===== config.mk =====
export PLATFORM = sky130hd
export DESIGN_NAME = tmr_chan_top
export DESIGN_NICKNAME = d
export VERILOG_FILES = /design/src/rtl/tmr_chan_pkg.sv /design/src/rtl/tmr_wr_decode.sv /design/src/rtl/tmr_edge_sel.sv /design/src/rtl/tmr_prescale.sv /design/src/rtl/tmr_downcount.sv /design/src/rtl/tmr_chan_top.sv
export SDC_FILE = /design/constraint.sdc
export NUM_CORES = 1
export LEC_CHECK = 0
export ABC_AREA = 1
export BUFFER_PORTS_ARGS = -buffer_cell sky130_fd_sc_hd__buf_2
export CAP_MARGIN = 20
export CORE_AREA = 4 4 73 75
export CTS_CLUSTER_SIZE = 16
export DETAILED_ROUTE_END_ITERATION = 8
export DIE_AREA = 0 0 77 79
export GPL_ROUTABILITY_DRIVEN = 0
export GPL_TIMING_DRIVEN = 0
export PLACE_DENSITY_LB_ADDON = 0.08
export SYNTH_ARGS = -nofsm -noshare
export SYNTH_HDL_FRONTEND = slang
export SYNTH_HIERARCHICAL = 1
export SYNTH_SLANG_ARGS = --single-unit

===== constraint.sdc =====
create_clock -name clk -period 1.8 [get_ports clk]
set_input_delay 0.18 -clock clk [delete_from_list [all_inputs] [get_ports clk]]
set_output_delay 0.18 -clock clk [all_outputs]
set_load 0.02 [all_outputs]

===== src/rtl/tmr_chan_pkg.sv =====
package tmr_chan_pkg;

    localparam int BYTE_W = 8;

    typedef struct packed {
        logic irq_en;
        logic ext_count;
        logic long_pre;
        logic rise_sel;
        logic trig_start;
    } chan_cfg_t;

    typedef enum logic [1:0] {
        CH_IDLE  = 2'd0,
        CH_ARMED = 2'd1,
        CH_RUN   = 2'd2
    } chan_state_t;

    typedef enum logic [1:0] {
        WR_NONE = 2'd0,
        WR_CFG  = 2'd1,
        WR_VEC  = 2'd2,
        WR_TC   = 2'd3
    } wr_kind_t;

    function automatic chan_cfg_t cfg_from_byte(input logic [BYTE_W-1:0] b);
        chan_cfg_t c;
        c.irq_en     = b[7];
        c.ext_count  = b[6];
        c.long_pre   = b[5];
        c.rise_sel   = b[4];
        c.trig_start = b[3];
        return c;
    endfunction

    function automatic wr_kind_t classify(input logic wr, input logic tc_due, input logic b0);
        if (!wr)
            return WR_NONE;
        else if (tc_due)
            return WR_TC;
        else if (b0)
            return WR_CFG;
        else
            return WR_VEC;
    endfunction

endpackage


===== src/rtl/tmr_wr_decode.sv =====
module tmr_wr_decode
    import tmr_chan_pkg::*;
(
    input  logic              clk,
    input  logic              rst,
    input  logic              wr_en,
    input  logic [BYTE_W-1:0] wr_data,
    output chan_cfg_t         cfg,
    output logic [BYTE_W-1:0] vec_q,
    output logic [BYTE_W-1:0] tc_q,
    output logic              tc_load,
    output logic              sw_stop
);

    logic     tc_due_q;
    wr_kind_t kind;

    assign kind    = classify(wr_en, tc_due_q, wr_data[0]);
    assign tc_load = (kind == WR_TC);
    assign sw_stop = (kind == WR_CFG) && wr_data[1];

    always_ff @(posedge clk) begin
        if (rst) begin
            cfg      <= '0;
            vec_q    <= '0;
            tc_q     <= '0;
            tc_due_q <= 1'b0;
        end else begin
            case (kind)
                WR_TC: begin
                    tc_q     <= wr_data;
                    tc_due_q <= 1'b0;
                end
                WR_CFG: begin
                    cfg      <= cfg_from_byte(wr_data);
                    tc_due_q <= wr_data[2];
                end
                WR_VEC:  vec_q <= wr_data;
                default: ;
            endcase
        end
    end


    vec_store_chk: assert property (@(posedge clk) disable iff (rst)
        (wr_en && !tc_due_q && !wr_data[0]) |=> (vec_q == $past(wr_data)));


    tc_capture_chk: assert property (@(posedge clk) disable iff (rst)
        (wr_en && tc_due_q) |=> (tc_q == $past(wr_data)) && !tc_due_q && $stable(vec_q));

endmodule


===== src/rtl/tmr_edge_sel.sv =====
module tmr_edge_sel (
    input  logic clk,
    input  logic rst,
    input  logic trig_in,
    input  logic rise_sel,
    output logic edge_hit
);

    logic prev_q;

    always_ff @(posedge clk) begin
        if (rst) prev_q <= 1'b0;
        else     prev_q <= trig_in;
    end

    assign edge_hit = rise_sel ? (trig_in && !prev_q) : (!trig_in && prev_q);

endmodule


===== src/rtl/tmr_prescale.sv =====
module tmr_prescale #(
    parameter int SHORT_DIV = 16,
    parameter int LONG_DIV  = 256
) (
    input  logic clk,
    input  logic rst,
    input  logic run,
    input  logic long_pre,
    output logic tick
);

    localparam int PW = $clog2(LONG_DIV);
    localparam logic [PW-1:0] SHORT_LAST = PW'(SHORT_DIV - 1);
    localparam logic [PW-1:0] LONG_LAST  = PW'(LONG_DIV - 1);

    logic [PW-1:0] phase_q;

    assign tick = run && (phase_q == (long_pre ? LONG_LAST : SHORT_LAST));

    always_ff @(posedge clk) begin
        if (rst || !run) phase_q <= '0;
        else if (tick)   phase_q <= '0;
        else             phase_q <= phase_q + 1'b1;
    end


    tick_spacing_chk: assert property (@(posedge clk) disable iff (rst)
        tick |=> !tick);

endmodule


===== src/rtl/tmr_downcount.sv =====
module tmr_downcount
    import tmr_chan_pkg::*;
#(
    parameter int CNT_W = 8
) (
    input  logic             clk,
    input  logic             rst,
    input  logic             irq_en,
    input  logic             ext_count,
    input  logic             trig_start,
    input  logic             edge_hit,
    input  logic             pre_tick,
    input  logic             tc_load,
    input  logic [CNT_W-1:0] tc_new,
    input  logic [CNT_W-1:0] tc_reload,
    input  logic             sw_stop,
    input  logic             int_ack,
    output logic             timer_run,
    output logic             zc_q,
    output logic             irq_q
);

    localparam logic [CNT_W-1:0] LAST = CNT_W'(1);

    chan_state_t      st_q;
    logic [CNT_W-1:0] cnt_q;
    logic             step;
    logic             zero;

    assign timer_run = (st_q == CH_RUN) && !ext_count;
    assign step      = (st_q == CH_RUN) && (ext_count ? edge_hit : pre_tick);
    assign zero      = step && (cnt_q == LAST);

    always_ff @(posedge clk) begin
        if (rst) begin
            st_q  <= CH_IDLE;
            cnt_q <= '0;
        end else if (sw_stop) begin
            st_q <= CH_IDLE;
        end else begin
            case (st_q)
                CH_IDLE: if (tc_load) begin
                    cnt_q <= tc_new;
                    st_q  <= (!ext_count && trig_start) ? CH_ARMED : CH_RUN;
                end
                CH_ARMED: if (edge_hit) st_q <= CH_RUN;
                CH_RUN:   if (step) cnt_q <= zero ? tc_reload : cnt_q - 1'b1;
                default:  st_q <= CH_IDLE;
            endcase
        end
    end

    always_ff @(posedge clk) begin
        if (rst) begin
            zc_q  <= 1'b0;
            irq_q <= 1'b0;
        end else begin
            zc_q <= zero;
            if (zero && irq_en) irq_q <= 1'b1;
            else if (int_ack)   irq_q <= 1'b0;
        end
    end


    zc_single_chk: assert property (@(posedge clk) disable iff (rst)
        zc_q |=> !zc_q);


    stopped_quiet_chk: assert property (@(posedge clk) disable iff (rst)
        (st_q == CH_IDLE) |=> !zc_q);


    irq_with_zc_chk: assert property (@(posedge clk) disable iff (rst)
        $rose(irq_q) |-> zc_q);


    ack_clear_chk: assert property (@(posedge clk) disable iff (rst)
        int_ack |=> (!irq_q || zc_q));

endmodule


===== src/rtl/tmr_chan_top.sv =====
module tmr_chan_top
    import tmr_chan_pkg::*;
#(
    parameter int SHORT_DIV = 16,
    parameter int LONG_DIV  = 256
) (
    input  logic              clk,
    input  logic              rst,
    input  logic              wr_en,
    input  logic [BYTE_W-1:0] wr_data,
    input  logic              ext_trig,
    input  logic              int_ack,
    output logic              term_pulse,
    output logic              irq_req,
    output logic [BYTE_W-1:0] vector
);

    chan_cfg_t         cfg;
    logic [BYTE_W-1:0] tc_q;
    logic              tc_load;
    logic              sw_stop;
    logic              edge_hit;
    logic              pre_tick;
    logic              timer_run;

    tmr_wr_decode u_dec (
        .clk     (clk),
        .rst     (rst),
        .wr_en   (wr_en),
        .wr_data (wr_data),
        .cfg     (cfg),
        .vec_q   (vector),
        .tc_q    (tc_q),
        .tc_load (tc_load),
        .sw_stop (sw_stop)
    );

    tmr_edge_sel u_edge (
        .clk      (clk),
        .rst      (rst),
        .trig_in  (ext_trig),
        .rise_sel (cfg.rise_sel),
        .edge_hit (edge_hit)
    );

    tmr_prescale #(.SHORT_DIV(SHORT_DIV), .LONG_DIV(LONG_DIV)) u_pre (
        .clk      (clk),
        .rst      (rst),
        .run      (timer_run),
        .long_pre (cfg.long_pre),
        .tick     (pre_tick)
    );

    tmr_downcount #(.CNT_W(BYTE_W)) u_cnt (
        .clk        (clk),
        .rst        (rst),
        .irq_en     (cfg.irq_en),
        .ext_count  (cfg.ext_count),
        .trig_start (cfg.trig_start),
        .edge_hit   (edge_hit),
        .pre_tick   (pre_tick),
        .tc_load    (tc_load),
        .tc_new     (wr_data),
        .tc_reload  (tc_q),
        .sw_stop    (sw_stop),
        .int_ack    (int_ack),
        .timer_run  (timer_run),
        .zc_q       (term_pulse),
        .irq_q      (irq_req)
    );

endmodule


==> reports/metrics.csv <==
metric,value,unit
Final Critical Period,1.70,ns
#FFs+latches synth,43,
Die Width,77,um
Routed WL per cell,11.7,um
Max-Cap Viols,0,
clock-pin slew on the worst setup and hold paths,0.08,ns
final instance area,2830,sq um
n_diodes,0,
largest net degree at the start of global routing,14,
yosys synthesis warning count,6,
Tcrit/Tclk final,0.942,
Placeable Area,4660,sq um
sequential cell area fraction in the yosys report,0.356,
Final Hold Viols,0,
"CP delay by family, top",simple AND/OR/NAND/NOR gates,
CTS buffer count,5,
Worst setup SP type,flip-flop,
CP max stage delay,0.36,ns
CTS sink count,43,
critical path type,reg2reg,
initial antenna violation count,0,
dpl cells,420,
maximum vdd drop,444,uV
DRC,0,
measured slew at the worst slew-check pin,0.327,ns
Fmax,590,MHz
via count,2102,
crit path max-delay cell type,dfxtp_2,
Hold Slack,0.139,ns
nets,398,
number of global-route vias before repair,2042,
DIE AREA,6080,sq um
Main synth FF type,dfxtp_1,
H-tree depth,2,
die height,79,um
Tot GR Track Use,0.181,
critical path required time,2.02,ns
I/O Pins,23,
Leakage,1.31,nW
Final Setup Violations,0,
Final HPWL DP,3720,um
Netlist Area Pre-Place,2420,sq um
Buf/Inv on CP,3,
CP max FO,4,
Core Rows,25,
Detail Route Antenna Nets,0,
Post-synth EDFFs,0,
Post-synth ARST share,0,
Finished Layout Cells,436,
CP cell instances,ha_4 -> nand3_4 -> nor2_4 -> nand2_2 -> inv_1 -> inv_1 -> nand2_2 -> nand2_4 -> nand2_4 -> nand3b_4 -> buf_4 -> nand2_1 -> nand2_1 -> a21oi_1,
vias per std cell,4.82,
root buffer cell,clkbuf_8,
first-pass GRT wire length,8920,um
status,finished clean,
RSZ-0062 raised after global routing,false,
Initial Utilization,0.519,
leading cell types by count after synthesis,"nand2_1 (80), inv_1 (56), nor2_1 (49)",
Synth area leaders,"dfxtp_1 (36%), nand2_1 (12%), inv_1 (8.7%)",
number of port buffers,22,
Syn Area/Cell,7.03,sq um
Pre-antenna DRT Iters,5,
Critical Path AT,1.92,ns
share of post-route cells with drive strength above 1,0.241,
Mapped Nets,360,
Cells after Synth,344,
Congestion Overflow GR,0,
Placed Area,2600,sq um
First DRT Iteration DRCs,94,
clk buf depth,2,
Pins Over Slew Limit,0,
post-synth top area share,0.356,
crit path capture type,flip-flop,
worst-skew pair later-pin latency,0.29,ns
most common cell in the netlist,nand2_1,
Layout area overhead,16.9,%
power per cell area,753,nW/um^2
post-synthesis cell type count,30,
CTS tree,done,
Clock Skews,0.0109,ns
cell taking the most area after synthesis,dfxtp_1,
Slew Limit Headroom,0.781,
Total Wirelength,5090,um
Hold Crit Class,in2reg,
-- layout by cell type, fill, tap and decap left out, drive strengths merged --
cell type | Yosys | final
nand3b | 9 | 9
dfxtp | 43 | 43
nand3 | 27 | 27
nor2 | 57 | 57
buf | 3 | 34
xor2 | 6 | 6
nand4 | 3 | 3
nand2 | 92 | 92
nor3 | 1 | 1
clkinv | 2 | 4
a21oi | 25 | 25
o2111ai | 1 | 1
clkbuf | 0 | 5
inv | 61 | 61
ha | 3 | 3
xnor2 | 2 | 2
o21ai | 9 | 9
-- stage by stage --
stage          setup slack [ns]  utilization  setup TNS (ns)  total power [mW]
2_1_floorplan           0.00686            -               0              1.42
3_3_place_gp             -0.157        0.558           -1.06              1.53
3_5_place_dp             -0.171        0.558           -1.15              1.53
4_1_cts                  0.0116        0.597               0              2.16
5_1_grt                0.000909        0.607               0              2.26
6_report                  0.104        0.607               0              2.13
-- power by group --
| group | internal (mW) | switching [mW] |
|---|---|---|
| combinational | 0.195 | 0.304 |
| clock | 0.265 | 0.319 |
| sequential | 1.00 | 0.0440 |
| total | 1.46 | 0.667 |
-- path summary, 6_finish.rpt --
path / slack [ns] / startpoint / end / depth (start not counted)
setup reg to reg: 0.10 / u_pre/phase_q[1] / u_cnt/cnt_q[0] / 14
hold / removal: 0.14 / ext_trig / u_edge/prev_q / 3
hold reg to reg: 0.45 / u_dec/vec_q[0] / u_dec/vec_q[0] / 2
setup / recovery: 0.10 / u_pre/phase_q[1] / u_cnt/cnt_q[0] / 14
-- flip-flops by register name, indices dropped and copies added (netlist names) --
register,count
u_cnt/cnt_q,8
u_dec/tc_q,8
u_dec/vec_q,8
u_pre/phase_q,8
u_dec/cfg,5
u_cnt/st_q,2
u_cnt/irq_q,1
u_cnt/zc_q,1
u_dec/tc_due_q,1
u_edge/prev_q,1
-- worst min-delay path, cell delays in order --
cell and delay (ns):
buf_2 0.10, inv_1 0.06, nor2_1 0.04
-- layer usage --
metal,global-route usage,share of wire
met3,0.0363,0.053
met2,0.307,0.46
met1,0.237,0.48
met4,0.0463,0.0081
met5,0,0
-- timing repair --
item / 4_1_cts / 5_1_grt
hold buffers: 0 / 0
setup endpoints to repair: 9 / 8
setup buffers: 8 / 1
endpoints found under the hold margin: 0 / 0
gates cloned: 1 / 0
pin swaps: 4 / 3
gates resized for setup: 7 / 10
-- cells by family (layout without fill, tap and decap cells) --
family | count (synthesis) | count (layout) | synth area share
adder cells (fa/ha/maj) | 3 | 3 | 0.0155
AO/OA/AOI/OAI | 35 | 35 | 0.0926
buffers and inverters | 66 | 104 | 0.114
AND/OR/NAND/NOR | 189 | 189 | 0.393
XOR/XNOR | 8 | 8 | 0.0290
flip-flops | 43 | 43 | 0.356
-- area by class of cell --
cell class	instances	area (sq um)
Buffer	2	20.0
Clock buffer	5	68.8
Inverter	63	248
Fill cell	450	1830
Sequential cell	43	871
Tap cell	54	67.6
Clock inverter	2	13.8
Multi-Input combinational cell	235	1330
Timing Repair Buffer	32	205
No activity file was read; power rests on OpenSTA's default activity.
